File: src/rtl/pix_pkg.sv
package pix_pkg;
    localparam int WORD_W = 32;
    localparam int PIX_W  = 24;

    typedef enum logic [1:0] {
        S_EMPTY = 2'd0,
        S_FULL  = 2'd1,
        S_HIGH  = 2'd2
    } unpack_state_t;

    typedef enum logic [1:0] {
        FMT_565 = 2'd0,
        FMT_888 = 2'd1,
        FMT_666 = 2'd2,
        FMT_BAD = 2'd3
    } pix_fmt_t;

    localparam logic [1:0] WLEN_16 = 2'd0;
    localparam logic [1:0] WLEN_24 = 2'd3;
    localparam logic [1:0] BUS_16  = 2'd0;
    localparam logic [1:0] BUS_18  = 2'd2;
    localparam logic [1:0] BUS_24  = 2'd3;
    localparam logic [3:0] PACK_ALL = 4'hF;
    localparam logic [3:0] PACK_LO3 = 4'h7;
endpackage

File: src/rtl/pix_cfg_decode.sv
module pix_cfg_decode
    import pix_pkg::*;
(
    input  logic [1:0] wlen,
    input  logic [1:0] bus,
    input  logic [3:0] pack,
    input  logic       df24,
    output pix_fmt_t   fmt,
    output logic       two_per_word,
    output logic       bad
);
    always_comb begin
        fmt = FMT_BAD;
        if (wlen == WLEN_16 && pack == PACK_ALL && bus == BUS_16)
            fmt = FMT_565;
        else if (wlen == WLEN_24 && pack == PACK_LO3) begin
            if (bus == BUS_24 && !df24)
                fmt = FMT_888;
            else if (bus == BUS_18 && df24)
                fmt = FMT_666;
        end
        two_per_word = (fmt == FMT_565);
        bad          = (fmt == FMT_BAD);
    end
endmodule

File: src/rtl/pix_format.sv
module pix_format
    import pix_pkg::*;
#(
    parameter int WW = WORD_W,
    parameter int PW = PIX_W
) (
    input  logic [WW-1:0] word,
    input  logic          sel_hi,
    input  pix_fmt_t      fmt,
    output logic [PW-1:0] pix
);
    localparam int HALF = WW / 2;
    localparam int COMP = PW / 3;
    localparam int RED6 = COMP - 2;

    logic [HALF-1:0] half;
    logic [RED6-1:0] r6, g6, b6;

    always_comb begin
        half = sel_hi ? word[WW-1:HALF] : word[HALF-1:0];
        r6   = word[3*COMP-1 -: RED6];
        g6   = word[2*COMP-1 -: RED6];
        b6   = word[COMP-1   -: RED6];
        pix  = '0;
        unique case (fmt)
            FMT_565: pix[HALF-1:0]   = half;
            FMT_888: pix             = word[PW-1:0];
            FMT_666: pix[3*RED6-1:0] = {r6, g6, b6};
            FMT_BAD: pix             = '0;
        endcase
    end
endmodule

File: src/rtl/pix_unpack.sv
module pix_unpack
    import pix_pkg::*;
(
    input  logic              clk,
    input  logic              rst_n,
    input  logic              flush,
    input  logic [1:0]        cfg_wlen,
    input  logic [1:0]        cfg_bus,
    input  logic [3:0]        cfg_pack,
    input  logic              cfg_df24,
    input  logic [WORD_W-1:0] in_data,
    input  logic              in_valid,
    output logic              in_ready,
    input  logic              pix_req,
    output logic [PIX_W-1:0]  pix_out,
    output logic              pix_valid,
    output logic              underflow,
    output logic              cfg_err
);
    unpack_state_t     state, state_nxt;
    pix_fmt_t          fmt;
    logic              two_per;
    logic [WORD_W-1:0] word_q;
    logic [PIX_W-1:0]  fmt_pix;
    logic              serve, take, last_pix;

    pix_cfg_decode u_dec (
        .wlen(cfg_wlen), .bus(cfg_bus), .pack(cfg_pack), .df24(cfg_df24),
        .fmt(fmt), .two_per_word(two_per), .bad(cfg_err)
    );

    pix_format u_fmt (
        .word(word_q), .sel_hi(state == S_HIGH), .fmt(fmt), .pix(fmt_pix)
    );

    always_comb begin
        serve    = pix_req && !cfg_err && !flush;
        last_pix = (state == S_HIGH) || (state == S_FULL && !two_per);
        in_ready = !flush && !cfg_err &&
                   (state == S_EMPTY || (serve && last_pix));
        take     = in_valid && in_ready;
        state_nxt = state;
        unique case (state)
            S_EMPTY: if (take) state_nxt = S_FULL;
            S_FULL: begin
                if (serve) begin
                    if (two_per)   state_nxt = S_HIGH;
                    else if (take) state_nxt = S_FULL;
                    else           state_nxt = S_EMPTY;
                end
            end
            S_HIGH: if (serve) state_nxt = take ? S_FULL : S_EMPTY;
            default: state_nxt = S_EMPTY;
        endcase
        if (flush) state_nxt = S_EMPTY;
    end

    always_ff @(posedge clk) begin
        if (!rst_n) begin
            state  <= S_EMPTY;
            word_q <= '0;
        end else begin
            state <= state_nxt;
            if (take) word_q <= in_data;
        end
    end

    always_ff @(posedge clk) begin
        if (!rst_n) begin
            pix_out   <= '0;
            pix_valid <= 1'b0;
            underflow <= 1'b0;
        end else begin
            pix_valid <= serve;
            underflow <= serve && (state == S_EMPTY);
            pix_out   <= (serve && state != S_EMPTY) ? fmt_pix : '0;
        end
    end

    // an illegal configuration never accepts words
    p_err_blocks_r5: assert property (@(posedge clk) disable iff (!rst_n)
        cfg_err |-> !in_ready);
    // a request under an illegal configuration produces no pixel
    p_err_no_pixel_r5: assert property (@(posedge clk) disable iff (!rst_n)
        (cfg_err && pix_req) |=> !pix_valid);
    // an underflow pixel is zero and marked valid
    p_underflow_zero_r6: assert property (@(posedge clk) disable iff (!rst_n)
        underflow |-> (pix_valid && pix_out == '0));
    // a pixel only follows a request one cycle earlier
    p_valid_after_req_r7: assert property (@(posedge clk) disable iff (!rst_n)
        $rose(pix_valid) |-> $past(pix_req));
    // the cycle after a flush carries no pixel
    p_flush_clears_r8: assert property (@(posedge clk) disable iff (!rst_n)
        flush |=> (!pix_valid && !underflow));
endmodule

File: config.mk
export PLATFORM = sky130hd
export DESIGN_NAME = pix_unpack
export DESIGN_NICKNAME = d
export VERILOG_FILES = /design/src/rtl/pix_pkg.sv /design/src/rtl/pix_cfg_decode.sv /design/src/rtl/pix_format.sv /design/src/rtl/pix_unpack.sv
export SDC_FILE = /design/constraint.sdc
export NUM_CORES = 1
export LEC_CHECK = 0
export ABC_AREA = 1
export BUFFER_PORTS_ARGS = -buffer_cell sky130_fd_sc_hd__buf_2
export CAP_MARGIN = 10
export CORE_ASPECT_RATIO = 0.5
export CORE_UTILIZATION = 40
export CTS_BUF_LIST = sky130_fd_sc_hd__clkbuf_2 sky130_fd_sc_hd__clkbuf_4 sky130_fd_sc_hd__clkbuf_8
export DETAILED_ROUTE_END_ITERATION = 12
export GPL_TIMING_DRIVEN = 0
export PLACE_DENSITY = 0.64
export SLEW_MARGIN = 25
export SYNTH_ARGS = -nofsm -noshare
export SYNTH_HDL_FRONTEND = slang
export SYNTH_HIERARCHICAL = 1
export SYNTH_SLANG_ARGS = --single-unit
File: constraint.sdc
create_clock -name clk -period 1.3 [get_ports clk]
set_input_delay 0.065 -clock clk [delete_from_list [all_inputs] [get_ports clk]]
set_output_delay 0.065 -clock clk [all_outputs]
set_load 0.01 [all_outputs]
==> summary.md, run 1 <==
| Metric | Value |
|---|---|
| Final WS setup | -0.133 ns |
| Hold path cells | 4 |
| Htree depth | 3 |
| Fmax | 0.698 GHz |
| Starting Density | 0.424 |
| Post-synthesis compound-gate area fraction | 0.00827 |
| CP Cell Sequence | buf_2 > inv_2 > nand2_2 > nor2_4 > nand3_1 > nand2_2 > nor2_4 > nor2_4 > inv_2 > nor2_4 > buf_6 > nand3_4 > clkbuf_16 > nand2_4 > inv_2 > nor2_1 |
| Starting DRT DRC Count | 163 |
| DRC | 0 |
| Gr ovfl total | 0 |
| Via density | 4.32 |
| Pint | 0.00284 W |
| Die Area | 9100 um2 |
| Net count after synthesis | 647 |
| Final Cycle Share | 1.10 |
| CTS tree | built |
| Synth Register Bits | 60 |
| Area share of the largest cell type after synthesis | 0.345 |
| Count of final setup violators | 33 |
| CP Capture Type | flip-flop |
| Core ar. | 8200 um2 |
| Worst-path clk slew | 0.06 ns |
| Design Area, Final | 4860 um2 |
| Avg Cell Area, Syn | 5.82 um2 |
| Layout cell share with drive strength beyond 1 | 0.343 |
| Global Route Usage Sum | 0.206 |
| Req. time, crit path | 1.60 ns |
| Number of clock sinks | 60 |
| Maximum vdd ir drop | 0.421 mV |
| Sequential element share of the synthesized area | 0.345 |
| Ant. Diodes | 0 |
| Min-delay src | pix_req |
| CTS Buf Count | 9 |
| Main combinational cell family by area after synthesis | simple AND/OR/NAND/NOR gates |
| Hold Crit Class | in2reg |
| Final #Nets | 756 |
| Hold Crit Endpoint | state[1] |
| Post-route ant nets | 0 |
| Gate power share | 0.058 |
| Drt pass-1 iters | 4 |
| R2R depth | 9 |
| Crit Path Category | in2reg |
| Number of antenna violations at the first check in global routing | 0 |
| I/O pin total | 74 |
| Post-DP HPWL | 6320 um |
| Placed Cells | 781 |
| R2R setup slack | -0.13 ns |
| Die X | 134 um |
| Die H | 67.9 um |
| Mux share of post-synthesis cell area | 0 |
| Slew Limit Fails | 0 |
| Critical Path Slowest Stage Cell | clkbuf_16 |
| Synth Area in XOR/XNOR | 0 |
| Port buffer count | 71 |
| Clock share of power | 0.443 |
| Pwr Total | 0.00369 W |
| Psw | 0.000852 W |
| Worst setup SP type | input port |
| Largest cells by area after synthesis | dfxtp_1 35%, nand2_1 21%, inv_1 17% |
| Site Rows | 23 |
| Synth Area in Adders | 0.0108 |
| RSZ-0062 raised after global routing | true |
| Fin cells | 824 |
| Routed wire per std cell | 11.6 um |
| Hold Slack | 0.0271 ns |
| Global-route wire length before repair | 13,900 um |
| Clock Path Buffers | 2 |
| Max_slew headroom | 0.614 |
| Final Hold Fails | 0 |
| Post-synth top area cell | dfxtp_1 |
| Dpl cell area | 3990 um2 |
| Failing checks | setup timing |
| Crit Path Max Fanout | 8 |
| Synthesized instance count | 598 |
| Worst skew pair latency | 0.36 ns |
| Lkg Pwr | 2.56 nW |
| Outcome | finished with violations |
| Pin count of the biggest net entering global routing | 11 |
| Critical Path AT | 1.73 ns |
| Worst-Margin Slew | 0.579 ns |
| Via count | 3,560 |
| Clock skew | 0.00328 ns |
| CP peak stage delay | 0.26 ns |
| Total routed wirelength | 9600 um |
| Vias in the first global route | 2,848 |
| Worst reg2reg path endpoint | word_q[25] |
| Synth cell types | 22 |
| Post-layout min period | 1.43 ns |
| Most used cell, CP | nor2_4 |
| Reg2reg start | state[1] |
| Post-Syn Area | 3480 um2 |
| Synth Warn # | 6 |
| Area Growth Syn to Fin | 39.7% |
| PD cells | 760 nW/um2 |
| Number of max-cap violations | 0 |
| Root buf cell | clkbuf_8 |
| Switching Fraction | 0.231 |
| Synth Area in Simple Gates | 0.390 |
| Reg power frac | 0.499 |
| RePlAce Congestion | 0.895 |
## cell usage in the layout, fill, tap and decap left out
cell,n
nand2_2,26
nand2_4,16
nand3_1,16
inv_2,37
clkbuf_16,4
ha_1,2
clkbuf_8,12
nand3_2,3
buf_4,19
inv_6,1
clkbuf_4,3
dfxtp_1,58
nor2_4,8
nand3_4,1
a21oi_1,1
clkinv_2,1
and2_4,1
dlygate4sd3_1,1
a21oi_2,3
buf_1,3
clkbuf_1,5
o21ai_1,1
nand4_1,34
buf_8,6
nor2_2,10
buf_6,18
dfxtp_2,2
nor2_1,50
nand2_1,158
buf_2,71
inv_1,139
inv_8,1
ha_4,1
## sequential cells by signal, summed over array words and instances (netlist names)
name / count
underflow: 1
state: 2
word_q: 32
pix_out: 24
pix_valid: 1
## layout make-up
| type | count | area, um2 |
|---|---|---|
| fill | 796 | 3340 |
| multi-input combinational | 331 | 1710 |
| sequential | 60 | 1200 |
| inverter | 178 | 681 |
| timing repair buffer | 99 | 669 |
| buffer | 28 | 262 |
| clock buffer | 15 | 188 |
| tap | 112 | 140 |
| clock inverter | 1 | 5.00 |
## power groups by stage
stage                     sequential, W  clock (W)  combinational [W]
after CTS                       0.00184    0.00166           0.000195
final                           0.00184    0.00164           0.000215
after global routing            0.00184    0.00176           0.000237
after global placement          0.00188          0           0.000188
after detailed placement        0.00188          0           0.000191
after floorplan                 0.00188          0          0.0000948
## layer usage
metal	part of all wire	track usage	vias up
met4	0.013	0.0739	0
met1	0.49	0.291	1526
li1	-	-	1916
met3	0.081	0.0556	14
met5	0	0	-
met2	0.41	0.300	104
## worst max-delay path by stage
stage / endpoint / slack (ns) / startpoint / cells after the start
finish: word_q[25] / -0.13 / cfg_pack[3] / 16
global route: word_q[19] / -0.23 / cfg_pack[3] / 16
CTS: in_ready / -0.05 / state[0] / 6
detailed placement: pix_out[8] / -0.43 / cfg_bus[1] / 13
global placement: pix_out[8] / -0.44 / cfg_bus[1] / 13
floorplan: word_q[27] / 0.003 / cfg_pack[1] / 13
## cells by family after synthesis
group                      Yosys count
AOI/OAI and AO/OA                    5
DFF                                 60
adders and majority gates            3
buffers and inverters              207
and+or+nand+nor                    323
## worst max-delay path, delay by kind of cell
kind / cells / cell delay [ns]
buf+inv: 6 / 0.63
simple gates: 10 / 1.02
## stage by stage
stage | utilization | TNS [ns] | setup slack (ns)
3_3_place_gp | 0.487 | -17.53 | -0.443
3_5_place_dp | 0.487 | -18.36 | -0.433
2_1_floorplan | - | 0 | 0.00303
5_1_grt | 0.593 | -6.65 | -0.226
4_1_cts | 0.528 | -0.254 | -0.0522
6_report | 0.593 | -3.07 | -0.133
## synth_stat cells, drive strengths merged
| cell | n |
|---|---|
| a21oi | 4 |
| nand2 | 200 |
| inv | 178 |
| buf | 24 |
| dfxtp | 60 |
| nand4 | 34 |
| clkbuf | 5 |
| nand3 | 20 |
| ha | 3 |
| and2 | 1 |
| nor2 | 68 |
| o21ai | 1 |
## repair_timing
item / CTS / global route
pin swaps: 6 / 58
hold endpoints to repair: 2 / 0
gates cloned: 0 / 5
endpoints found under the setup margin: 34 / 58
gates resized for setup: 22 / 114
buffers inserted: 10 / 12
hold buffers: 1 / 0
(Power assumes the default switching activity.)
==> run 2, diff against run 1 <==
Settings changed: SETUP_SLACK_MARGIN set to 0.4, SKIP_CTS_REPAIR_TIMING set to 1.
==> summary.md, run 2 (synthesis results as in run 1) <==
| Metric | Value |
|---|---|
| Failing checks | setup timing |
| Ant. Diodes | 0 (unchanged) |
| Outcome | finished with violations |
| Most common cell after layout, fill and taps aside | nand2_1 |
| Htree depth | 3 (unchanged) |
| CTS Buf Count | 9 (unchanged) |
| CTS tree | built |
| Drt pass-1 iters | 5 (+1) |
| Worst skew pair latency | 0.35 ns (about the same) |
| Starting DRT DRC Count | 159 (-2.5%) |
| Vias in the first global route | 2,710 (-4.8%) |
| Post-layout min period | 1.38 ns (-0.0486 ns) |
| Count of final setup violators | 30 (-9.1%) |
| Final Cycle Share | 1.07 (-0.0374) |
| Reg2reg start | state[1] |
| Slew Limit Fails | 0 (unchanged) |
| Hold path cells | 4 (unchanged) |
| Final #Nets | 753 (-0.40%) |
| Biggest register | word_q |
| Crit Path Category | reg2out |
| Post-route ant nets | 0 (unchanged) |
| Hold Crit Class | in2reg |
| Lkg Pwr | 2.61 nW (+1.7%) |
| Via density | 4.33 (+0.29%) |
| Starting Density | 0.424 (unchanged) |
| Worst path bufs/invs | 2 (-4) |
| Maximum vdd ir drop | 0.491 mV (+17%) |
| Final Util | 0.599 (+0.00656) |
| Die X | 134 um (unchanged) |
| RSZ-0062 raised after global routing | true |
| Worst setup SP type | flip-flop |
| Core ar. | 8200 um2 (unchanged) |
| Global Route Usage Sum | 0.205 (-0.00103) |
| Via count | 3,553 (-0.20%) |
| Max FFs per register | 32 (unchanged) |
| Final Hold Fails | 0 (unchanged) |
| CP Capture Type | output port |
| Hold Slack | 0.0345 ns (+0.00742 ns) |
| Top flop regs | word_q (32), pix_out (24), state (2) |
| Clock skew | 0.00915 ns (+0.00587 ns) |
| Delay-heaviest family, CP | simple AND/OR/NAND/NOR gates |
| Crit Path Max Fanout | 3 (-5) |
| Worst-path clk slew | 0.07 ns (about the same) |
| Max_slew headroom | 0.670 (+0.0564) |
| Area Growth Syn to Fin | 41.3% |
| Final TNS setup | -0.865 ns (+2.21 ns) |
| Gr ovfl total | 0 (unchanged) |
| Post-DP HPWL | 6480 um (+2.5%) |
| Pin count of the biggest net entering global routing | 11 (unchanged) |
| Fmax | 0.722 GHz (+3.5%) |
| Hold Crit Endpoint | state[1] |
| Global-route wire length before repair | 13,700 um (-1.9%) |
| Worst reg2reg path endpoint | word_q[25] |
| Dpl ws | -0.398 ns (+0.0353 ns) |
| I/O pin total | 74 (unchanged) |
| Site Rows | 23 (unchanged) |
| Total routed wirelength | 9330 um (-2.8%) |
| R2R depth | 9 (unchanged) |
| Final WS setup | -0.0845 ns (+0.0486 ns) |
| Crit path from | state[1] |
| Number of max-cap violations | 0 (unchanged) |
| Number of clock sinks | 60 (unchanged) |
| PD cells | 733 nW/um2 (-3.6%) |
| Layout cell share with drive strength beyond 1 | 0.356 (+0.0132) |
| Worst-Margin Slew | 0.495 ns (-0.0846 ns) |
| Commonest cells after routing, fill and taps aside | 161 x nand2_1, 134 x inv_1, 63 x buf_2 |
| Root buf cell | clkbuf_8 |
| Die H | 67.9 um (unchanged) |
| DRC | 0 (unchanged) |
| Most used cell, CP | nor2_4 |
| CP peak stage delay | 0.36 ns (+0.10 ns) |
| Critical Path Slowest Stage Cell | dfxtp_4 |
| Number of antenna violations at the first check in global routing | 0 (unchanged) |
| Routed wire per std cell | 11.4 um (-2.4%) |
| Req. time, crit path | 1.24 ns (-0.36 ns) |
| Die Area | 9100 um2 (unchanged) |
| R2R setup slack | -0.06 ns (+0.07 ns) |
| RePlAce Congestion | 0.849 (-5.1%) |
| Pwr Total | 0.00360 W (-2.5%) |
| Clock Path Buffers | 2 (unchanged) |
| Critical Path AT | 1.32 ns (-0.41 ns) |
| Min-delay src | flush |
| Port buffer count | 71 (unchanged) |
| CP Cell Sequence | nor2_4 > nor2_4 > nor2_4 > buf_6 > and2_4 > buf_6 |
==> run 2: cell types whose count changed in the layout (fill, tap and decap cells not counted), sizes merged <==
cell         before  now
buf             117  116
clkbuf           24   21
clkinv            1    2
dlygate4sd3       1    0
==> run 2: metrics by stage <==
step	area [um2]	cells
2_1_floorplan	3560	598
3_3_place_gp	4060	781
3_5_place_dp	4060	781
4_1_cts	4230	796
5_1_grt	4910	820
6_report	4910	820
==> run 2: where the power goes <==
part	switching, W	total, W	leakage, nW	internal [W]
Sequential	0.00000310	0.00184	0.486	0.00184
Combinational	0.000129	0.000238	2.03	0.000109
Clock	0.000702	0.00152	0.0961	0.000821
==> run 2: layout make-up <==
class                           instances  area, um2
Multi-Input combinational cell        331       1720
Clock inverter                          2       10.0
Inverter                              178        703
Buffer                                 29        285
Clock buffer                           13        166
Tap cell                              112        140
Timing Repair Buffer                   95        676
Sequential cell                        60       1210
Fill cell                             808       3290
==> run 2: metal layers <==
| metal | share of wire | track usage |
|---|---|---|
| met3 | 0.073 | 0.0578 |
| met1 | 0.53 | 0.299 |
| met5 | 0 | 0 |
| met4 | 0.012 | 0.0724 |
| met2 | 0.39 | 0.282 |
==> run 2: worst register-to-register path: stages, from the launching register on <==
cell and delay (ns):
dfxtp_4 0.36, nor2_4 0.12, nor2_4 0.04, nor2_4 0.11
buf_6 0.14, nand3_4 0.12, buf_8 0.19, nand2_1 0.08
inv_2 0.03, nor2_1 0.09
==> run 2: worst max path at each step <==
stage             endpoint  depth (start not counted)  slack, ns
5_1_grt           in_ready                         11      -0.16
2_1_floorplan   word_q[28]                         14       0.03
4_1_cts           in_ready                          6      -0.34
6_report          in_ready                          6      -0.08
3_5_place_dp    pix_out[8]                         16      -0.40
3_3_place_gp   pix_out[17]                         14      -0.35
